### src/rtl/spi_fe_pkg.sv
// Package: shared opcode codes, decoder state type and opcode class helpers
// for the serial command front end. Assumes 8-bit opcodes and data bytes.
package spi_fe_pkg;

    localparam logic [7:0] OP_PROG   = 8'h02;
    localparam logic [7:0] OP_READ   = 8'h03;
    localparam logic [7:0] OP_WRDI   = 8'h04;
    localparam logic [7:0] OP_RDSR   = 8'h05;
    localparam logic [7:0] OP_WREN   = 8'h06;
    localparam logic [7:0] OP_SERASE = 8'h20;
    localparam logic [7:0] OP_CERASE = 8'hC7;
    localparam logic [7:0] OP_BERASE = 8'hD8;

    typedef enum logic [2:0] {
        ST_OPC,
        ST_ADDR,
        ST_SWALLOW,
        ST_STAT,
        ST_IGNORE
    } fe_state_t;

    // True for opcodes that may only run with the write-enable latch set
    function automatic logic needs_wel(input logic [7:0] op);
        return (op == OP_PROG) || (op == OP_SERASE) ||
               (op == OP_BERASE) || (op == OP_CERASE);
    endfunction

    // True for opcodes followed by address bytes
    function automatic logic has_addr(input logic [7:0] op);
        return (op == OP_READ) || (op == OP_PROG) ||
               (op == OP_SERASE) || (op == OP_BERASE);
    endfunction

endpackage

### src/rtl/spi_fe_sync.sv
// Module: multi-stage synchronizer with edge detection for a bundle of
// asynchronous pins. Assumes the pins change slowly relative to clk.
// Reset values come from RST_VAL so idle levels produce no false edges.
module spi_fe_sync #(
    parameter int          WIDTH   = 4,
    parameter int          STAGES  = 2,
    parameter logic [WIDTH-1:0] RST_VAL = '0
) (
    input  logic             clk,
    input  logic             rst_n,
    input  logic [WIDTH-1:0] raw,
    output logic [WIDTH-1:0] lvl,
    output logic [WIDTH-1:0] rise,
    output logic [WIDTH-1:0] fall
);

    logic [WIDTH-1:0] chain [STAGES];
    logic [WIDTH-1:0] prev;

    genvar g;
    generate
        for (g = 0; g < STAGES; g++) begin : g_stage
            // Purpose: one flop stage of the synchronizer chain
            always_ff @(posedge clk) begin
                if (!rst_n) chain[g] <= RST_VAL;
                else if (g == 0) chain[g] <= raw;
                else chain[g] <= chain[(g == 0) ? 0 : g-1];
            end
        end
    endgenerate

    // Purpose: hold last synchronized level for edge detection
    always_ff @(posedge clk) begin
        if (!rst_n) prev <= RST_VAL;
        else        prev <= chain[STAGES-1];
    end

    assign lvl  = chain[STAGES-1];
    assign rise = chain[STAGES-1] & ~prev;
    assign fall = ~chain[STAGES-1] & prev;

endmodule

### src/rtl/spi_fe_shift.sv
// Module: bit-level engine. Tracks the hold state and assembles input bytes
// MSB first on qualified rising edges. Shifts the transmit byte out MSB first
// on qualified falling edges. Assumes synchronized pins and one-cycle edge pulses.
module spi_fe_shift #(
    parameter int BYTE_W = 8
) (
    input  logic              clk,
    input  logic              rst_n,
    input  logic              cs_s,
    input  logic              sck_s,
    input  logic              hold_s,
    input  logic              si_s,
    input  logic              sck_rise,
    input  logic              sck_fall,
    input  logic              freeze,
    input  logic              tx_en,
    input  logic [BYTE_W-1:0] tx_byte,
    output logic              byte_valid,
    output logic [BYTE_W-1:0] byte_data,
    output logic              held,
    output logic              so,
    output logic              so_oe
);

    localparam int CNT_W = $clog2(BYTE_W);
    localparam logic [CNT_W-1:0] LAST_BIT = CNT_W'(BYTE_W-1);

    logic [CNT_W-1:0]  bit_cnt;
    logic [BYTE_W-1:0] shreg;
    logic [CNT_W-1:0]  tx_idx;
    logic [BYTE_W-1:0] snap;
    logic              rise_en;
    logic              fall_en;

    assign rise_en = sck_rise & ~held & ~cs_s & ~freeze;
    assign fall_en = sck_fall & ~held & ~cs_s;

    // Purpose: enter and leave hold, only while the serial clock is low
    always_ff @(posedge clk) begin
        if (!rst_n)                     held <= 1'b0;
        else if (cs_s)                  held <= 1'b0;
        else if (!held && !hold_s && !sck_s) held <= 1'b1;
        else if (held && hold_s && !sck_s)   held <= 1'b0;
    end

    // Purpose: receive shift register and bit counter
    always_ff @(posedge clk) begin
        if (!rst_n) begin
            bit_cnt    <= '0;
            shreg      <= '0;
            byte_valid <= 1'b0;
            byte_data  <= '0;
        end else begin
            byte_valid <= 1'b0;
            if (cs_s) begin
                bit_cnt <= '0;
            end else if (rise_en) begin
                shreg   <= {shreg[BYTE_W-2:0], si_s};
                bit_cnt <= bit_cnt + 1'b1;
                if (bit_cnt == LAST_BIT) begin
                    byte_valid <= 1'b1;
                    byte_data  <= {shreg[BYTE_W-2:0], si_s};
                    bit_cnt    <= '0;
                end
            end
        end
    end

    // Purpose: transmit path, snapshot at byte start, one bit per falling edge
    always_ff @(posedge clk) begin
        if (!rst_n) begin
            tx_idx <= '0;
            snap   <= '0;
            so     <= 1'b0;
        end else if (!tx_en) begin
            tx_idx <= '0;
        end else if (fall_en) begin
            tx_idx <= (tx_idx == LAST_BIT) ? '0 : tx_idx + 1'b1;
            if (tx_idx == '0) begin
                snap <= tx_byte;
                so   <= tx_byte[BYTE_W-1];
            end else begin
                so   <= snap[LAST_BIT - tx_idx];
            end
        end
    end

    assign so_oe = tx_en & ~held & ~cs_s;

    // the bit position is kept while held
    a_r10_hold_keeps_count: assert property (@(posedge clk) disable iff (!rst_n)
        (held && !cs_s) |=> $stable(bit_cnt));

    // a hold only starts while the clock is low
    a_r10_hold_entry_low: assert property (@(posedge clk) disable iff (!rst_n)
        $rose(held) |-> !$past(sck_s));

    // a hold ends only while the clock is low (or on deselection)
    a_r11_hold_exit_low: assert property (@(posedge clk) disable iff (!rst_n)
        ($fell(held) && !$past(cs_s)) |-> !$past(sck_s));

    // deselection empties the bit counter
    a_r12_cs_clears_count: assert property (@(posedge clk) disable iff (!rst_n)
        cs_s |=> (bit_cnt == '0));

endmodule

### src/rtl/spi_fe_decode.sv
// Module: byte-level command decoder. Classifies the opcode, collects the
// address, issues commands, filters commands while busy and owns the
// write-enable latch. Assumes byte_valid is a one-cycle pulse per byte.
module spi_fe_decode
    import spi_fe_pkg::*;
#(
    parameter int ADDR_BYTES = 3
) (
    input  logic                    clk,
    input  logic                    rst_n,
    input  logic                    cs_s,
    input  logic                    busy,
    input  logic                    byte_valid,
    input  logic [7:0]              byte_data,
    output logic                    freeze,
    output logic                    tx_en,
    output logic                    wel,
    output logic                    cmd_valid,
    output logic [7:0]              cmd_opcode,
    output logic [8*ADDR_BYTES-1:0] cmd_addr
);

    localparam int ADDR_W = 8 * ADDR_BYTES;
    localparam int ACNT_W = $clog2(ADDR_BYTES + 1);
    localparam logic [ACNT_W-1:0] LAST_ADDR = ACNT_W'(ADDR_BYTES - 1);

    fe_state_t         state;
    logic [7:0]        op_q;
    logic [ADDR_W-1:0] addr_q;
    logic [ACNT_W-1:0] addr_cnt;
    logic              busy_q;

    // Purpose: command sequencing, issue strobe and write-enable latch
    always_ff @(posedge clk) begin
        if (!rst_n) begin
            state      <= ST_OPC;
            op_q       <= '0;
            addr_q     <= '0;
            addr_cnt   <= '0;
            busy_q     <= 1'b0;
            wel        <= 1'b0;
            cmd_valid  <= 1'b0;
            cmd_opcode <= '0;
            cmd_addr   <= '0;
        end else begin
            busy_q    <= busy;
            cmd_valid <= 1'b0;
            if (cs_s) begin
                state    <= ST_OPC;
                addr_cnt <= '0;
            end else if (byte_valid) begin
                case (state)
                    ST_OPC: begin
                        op_q     <= byte_data;
                        addr_cnt <= '0;
                        if (busy && byte_data != OP_RDSR) begin
                            state <= ST_IGNORE;
                        end else if (byte_data == OP_RDSR) begin
                            state <= ST_STAT;
                        end else if (byte_data == OP_WREN) begin
                            wel   <= 1'b1;
                            state <= ST_SWALLOW;
                        end else if (byte_data == OP_WRDI) begin
                            wel   <= 1'b0;
                            state <= ST_SWALLOW;
                        end else if (byte_data == OP_CERASE) begin
                            if (wel) begin
                                cmd_valid  <= 1'b1;
                                cmd_opcode <= byte_data;
                                cmd_addr   <= '0;
                                state      <= ST_SWALLOW;
                            end else begin
                                state <= ST_IGNORE;
                            end
                        end else if (has_addr(byte_data)) begin
                            if (needs_wel(byte_data) && !wel) state <= ST_IGNORE;
                            else                              state <= ST_ADDR;
                        end else begin
                            state <= ST_IGNORE;
                        end
                    end
                    ST_ADDR: begin
                        addr_q   <= {addr_q[ADDR_W-9:0], byte_data};
                        addr_cnt <= addr_cnt + 1'b1;
                        if (addr_cnt == LAST_ADDR) begin
                            if (!busy && (wel || !needs_wel(op_q))) begin
                                cmd_valid  <= 1'b1;
                                cmd_opcode <= op_q;
                                cmd_addr   <= {addr_q[ADDR_W-9:0], byte_data};
                            end
                            state <= ST_SWALLOW;
                        end
                    end
                    default: ;
                endcase
            end
            if (busy_q && !busy) wel <= 1'b0;
        end
    end

    assign freeze = (state == ST_IGNORE);
    assign tx_en  = (state == ST_STAT);

    // a command strobe lasts one cycle
    a_r2_single_pulse: assert property (@(posedge clk) disable iff (!rst_n)
        cmd_valid |=> !cmd_valid);

    // a write-class command leaves only with the latch set
    a_r4_wel_gate: assert property (@(posedge clk) disable iff (!rst_n)
        (cmd_valid && needs_wel(cmd_opcode)) |-> $past(wel));

    // no command leaves while the core is busy
    a_r8_no_issue_busy: assert property (@(posedge clk) disable iff (!rst_n)
        cmd_valid |-> !$past(busy));

    // the end of a busy period drops the latch
    a_r9_wel_clear: assert property (@(posedge clk) disable iff (!rst_n)
        (busy_q && !busy) |=> !wel);

endmodule

### src/rtl/spi_flash_cmd_front.sv
// Module: top of the serial command front end. Synchronizes the pins,
// runs the bit engine and the command decoder, and builds the status byte.
// Assumes clk is at least eight times faster than the serial clock.
module spi_flash_cmd_front #(
    parameter int SYNC_STAGES = 2,
    parameter int ADDR_BYTES  = 3
) (
    input  logic                    clk,
    input  logic                    rst_n,
    input  logic                    spi_cs_n,
    input  logic                    spi_sck,
    input  logic                    spi_si,
    input  logic                    spi_hold_n,
    input  logic                    dev_busy,
    input  logic [5:0]              stat_upper,
    output logic                    spi_so,
    output logic                    spi_so_oe,
    output logic                    wel,
    output logic                    cmd_valid,
    output logic [7:0]              cmd_opcode,
    output logic [8*ADDR_BYTES-1:0] cmd_addr
);

    localparam int PIN_N = 4;
    localparam int P_CS = 0, P_SCK = 1, P_SI = 2, P_HOLD = 3;
    localparam logic [PIN_N-1:0] PIN_IDLE = 4'b1001;

    logic [PIN_N-1:0] pin_lvl, pin_rise, pin_fall;
    logic             byte_valid, freeze, tx_en, held;
    logic [7:0]       byte_data;
    logic [7:0]       status_byte;

    spi_fe_sync #(
        .WIDTH  (PIN_N),
        .STAGES (SYNC_STAGES),
        .RST_VAL(PIN_IDLE)
    ) sync_i (
        .clk  (clk),
        .rst_n(rst_n),
        .raw  ({spi_hold_n, spi_si, spi_sck, spi_cs_n}),
        .lvl  (pin_lvl),
        .rise (pin_rise),
        .fall (pin_fall)
    );

    assign status_byte = {stat_upper, wel, dev_busy};

    spi_fe_shift #(.BYTE_W(8)) shift_i (
        .clk       (clk),
        .rst_n     (rst_n),
        .cs_s      (pin_lvl[P_CS]),
        .sck_s     (pin_lvl[P_SCK]),
        .hold_s    (pin_lvl[P_HOLD]),
        .si_s      (pin_lvl[P_SI]),
        .sck_rise  (pin_rise[P_SCK]),
        .sck_fall  (pin_fall[P_SCK]),
        .freeze    (freeze),
        .tx_en     (tx_en),
        .tx_byte   (status_byte),
        .byte_valid(byte_valid),
        .byte_data (byte_data),
        .held      (held),
        .so        (spi_so),
        .so_oe     (spi_so_oe)
    );

    spi_fe_decode #(.ADDR_BYTES(ADDR_BYTES)) decode_i (
        .clk       (clk),
        .rst_n     (rst_n),
        .cs_s      (pin_lvl[P_CS]),
        .busy      (dev_busy),
        .byte_valid(byte_valid),
        .byte_data (byte_data),
        .freeze    (freeze),
        .tx_en     (tx_en),
        .wel       (wel),
        .cmd_valid (cmd_valid),
        .cmd_opcode(cmd_opcode),
        .cmd_addr  (cmd_addr)
    );

    // a frozen interface never drives the output
    a_r7_frozen_quiet: assert property (@(posedge clk) disable iff (!rst_n)
        freeze |-> !spi_so_oe);

    // the output driver is off while held
    a_r10_held_quiet: assert property (@(posedge clk) disable iff (!rst_n)
        held |-> !spi_so_oe);

    // Unused edge flags
    logic unused_edges;
    assign unused_edges = ^{pin_rise[P_CS], pin_rise[P_SI], pin_rise[P_HOLD],
                            pin_fall[P_CS], pin_fall[P_SI], pin_fall[P_HOLD]};

endmodule

### config.mk
export PLATFORM = sky130hd
export DESIGN_NAME = spi_flash_cmd_front
export DESIGN_NICKNAME = d
export VERILOG_FILES = /design/src/rtl/spi_fe_pkg.sv /design/src/rtl/spi_fe_sync.sv /design/src/rtl/spi_fe_shift.sv /design/src/rtl/spi_fe_decode.sv /design/src/rtl/spi_flash_cmd_front.sv
export SDC_FILE = /design/constraint.sdc
export NUM_CORES = 1
export LEC_CHECK = 0
export ABC_AREA = 1
export BUFFER_PORTS_ARGS = -buffer_cell sky130_fd_sc_hd__buf_2
export CAP_MARGIN = 20
export CORE_ASPECT_RATIO = 1.75
export CORE_MARGIN = 1.5
export CORE_UTILIZATION = 58
export DETAILED_ROUTE_END_ITERATION = 8
export PLACE_DENSITY = 0.79
export SKIP_LAST_GASP = 1
export SLEW_MARGIN = 15
export SYNTH_ARGS = -nofsm -noshare
export SYNTH_HDL_FRONTEND = slang
export SYNTH_SLANG_ARGS = --single-unit
### constraint.sdc
create_clock -name clk -period 2.02 [get_ports clk]
set_input_delay 0.404 -clock clk [delete_from_list [all_inputs] [get_ports clk]]
set_output_delay 0.404 -clock clk [all_outputs]
set_load 0.005 [all_outputs]
==> impl_results.md <==
* Final Non-Filler Cells at 767
* Final core occ at 0.685
* Syn avg cell area at 7.13 sq um
* Distinct cell type count after synthesis at 25
* Post-CTS Setup Bufs at 0
* Cts hold-fix bufs at 0
* Core Area at 0.00757 sq mm
* Ys Warns at 0
* First-pass GRT wire length at 16.8 mm
* Nets@finish at 693
* Total gr overflow at 0
* Routed len/inst at 12.9 microns
* Worst path bufs/invs at 2
* Seq/Total Area, Yosys at 0.464
* CTS Buf Count at 9
* CP max stage delay at 0.51 ns
* WP data required at 2.27 ns
* # IOs at 49
* Worst slew pin tran at 0.492 ns
* Post-cts repair resize count at 0
* CTS Buffer Depth at 2
* I/O Buffers at 48
* CP cell instances: nand2_1 -> nor2_1 -> nand3_1 -> clkinv_1 -> nand2_1 -> a21oi_4 -> buf_12 -> nand3_1 -> nand2_1 -> nor2_1
* Fillers at 662
* Hold Crit Class: in2reg
* CP Class: reg2reg
* Startpoint types: flop
* Synth Register Bits at 105
* DP Cell Count at 751
* Fmax at 559 MHz
* DR vias at 4141
* Fin crit share at 0.886
* Width of the chip at 69.8 microns
* Drt pass-1 iters at 4
* Post-Syn Instances at 635
* Cell row count at 42
* Outcome: completed
* DRC at 0
* Post-DRT Antenna Nets at 0
* CP Data Arrival Time at 2.04 ns
* Largest net degree at the start of global routing at 65
* Setup TNS at 0 ns
* Power density cells at 801 mW/mm^2
* Initial antenna violation count at 0
* Mapped cell area at 0.00453 sq mm
* Leak pwr at 2.24 nW
* Area Overhead vs Synth at 14.4%
* Initial Util at 0.599
* Antenna diodes at 0
* DRT iter0 DRCs at 385
* Max-cap viol count at 0
* Peak supply drop at 0.000687 V
* Critical Path Fanout Max at 64
* Top delay family on crit path: simple AND/OR/NAND/NOR gates
* GRT Util Overall at 0.248
* Die H at 120 microns
* Setup ws final at 0.231 ns
* Post-synth EDFFs at 0
* Primary FF master, synth: dfxtp_1
* Via/cell ratio at 5.40
* Final Hold Vio Count at 0
* GP Congestion at 0.890
* Worst-skew pair later-pin latency at 0.35 ns
* Clock slew at reported path FFs at 0.07 ns
* TritonCTS clock tree: built
* CTS H-tree depth at 3
* Count of final max-slew check failures at 0
* Final setup violation count at 0
* Critical path's slowest cell: dfxtp_1
* Root buffer cell: clkbuf_16
* Fin Hold WS at 0.233 ns
* Unrepaired setup endpoints after global routing: false
* Crit-path most repeated cell: nand2_1
* DRT Wirelength at 9.89 mm
* DP Worst Slack at 0.271 ns
* Min cycle time layout at 1.79 ns
* Fraction of registers with async set/reset at 0
* Clock skew at 0.00505 ns
* Post-Syn Nets at 654
* Die Footprint at 0.00837 sq mm
* Clock sinks at 105
* Detailed Place HPWL at 6.86 mm
* Vias in the first global route at 3785
* Fraction of final layout cells sized beyond drive strength 1 at 0.133
* Worst Setup End Kind: flop
* Slew margin rel. at 0.671
cells in the final DEF (no fill, tap or decap), types with 2 or more instances in the layout:
cell type	instances
o211a_1	2
o21ai_0	64
nor2_1	89
clkinv_4	3
clkinv_1	2
inv_2	3
a21oi_1	80
nand2_2	3
ha_1	6
nand4_1	3
dfxtp_1	105
nor3_1	4
clkbuf_16	9
buf_12	3
nand2_1	114
inv_1	61
a31oi_1	2
buf_4	10
buf_2	48
bufinv_16	3
nor2_2	3
a211oi_1	4
nand3_1	50
or2_2	4
layout make-up:
class	count	area (sq um)	share of cell area
sequential	105	2100	0.406
inverter	66	248	0.0478
timing repair buffer	61	375	0.0724
clock inverter	6	116	0.0224
clock buffer	10	229	0.0442
multi-input combinational	431	2000	0.386
tap	88	110	0.0212
worst register-to-register path, cell delays in order, from the launching register on:
cell and delay, ns:
dfxtp_1 0.51, nand2_1 0.12, nor2_1 0.11, nand3_1 0.10, clkinv_1 0.07, nand2_1 0.08, a21oi_4 0.16, buf_12 0.26
nand3_1 0.14, nand2_1 0.08, nor2_1 0.04
metal layers:
layer | share of wire | GRT usage | up-vias | routed length (microns)
met5 | 0 | 0 | - | 0
met4 | 0.045 | 0.156 | 0 | 441
met3 | 0.044 | 0.0605 | 37 | 440
met2 | 0.50 | 0.408 | 113 | 4960
met1 | 0.41 | 0.284 | 1856 | 4050
li1 | - | - | 2135 | -
path summary, 6_finish.rpt:
| kind | startpoint | slack [ns] | cells past startpoint | endpoint |
|---|---|---|---|---|
| max | shift_i.byte_data[1]$_SDFFE_PN0P_ | 0.23 | 10 | decode_i.cmd_addr[9]$_SDFFE_PN0P_ |
| min | spi_sck | 0.23 | 3 | sync_i.chain[0][1]$_SDFF_PN0_ |
| max reg2reg | shift_i.byte_data[1]$_SDFFE_PN0P_ | 0.23 | 10 | decode_i.cmd_addr[9]$_SDFFE_PN0P_ |
| min reg2reg | sync_i.chain[1][3]$_SDFF_PN1_ | 0.41 | 1 | shift_i.held$_SDFFE_PP0P_ |
power by group:
group	switching (mW)	internal [mW]
Sequential	0.00451	2.08
Combinational	0.0571	0.0321
Clock	0.761	1.22
cells in the mapped netlist (4+ instances only):
cell      number  area [sq um]
buf_2          9          45.0
nor2_1        89           334
or2_2          4          25.0
a211oi_1       4          30.0
clkbuf_1      15          56.3
inv_1         61           229
a21oi_1       80           400
nor3_1         4          20.0
nand2_1      115           432
o21ai_0       64           320
buf_6          6          67.6
ha_1           6          75.1
nand3_1       50           250
dfxtp_1      105          2100
kinds of logic (layout without fill, tap and decap cells):
group / after synthesis / after routing / share of synthesized area
and+or+nand+nor: 271 / 271 / 0.247
AOI/OAI and AO/OA: 154 / 154 / 0.178
adders and majority gates: 6 / 6 / 0.0166
buffers and inverters: 99 / 143 / 0.0944
DFF: 105 / 105 / 0.464
through the flow:
step | area, sq um | power [mW]
2_1_floorplan | 4530 | 2.19
3_3_place_gp | 4840 | 2.22
3_5_place_dp | 4840 | 2.22
4_1_cts | 5180 | 4.18
5_1_grt | 5180 | 4.27
6_report | 5180 | 4.15
sequential cells by signal, indices dropped and copies added, names as in the netlist, 2 cells and up:
register / cells
decode_i.state: 3
shift_i.snap: 8
shift_i.shreg: 7
shift_i.bit_cnt: 3
decode_i.cmd_addr: 24
decode_i.cmd_opcode: 8
decode_i.op_q: 8
shift_i.tx_idx: 3
sync_i.chain: 8
decode_i.addr_cnt: 2
decode_i.addr_q: 16
shift_i.byte_data: 8
(Power assumes the default switching activity.)
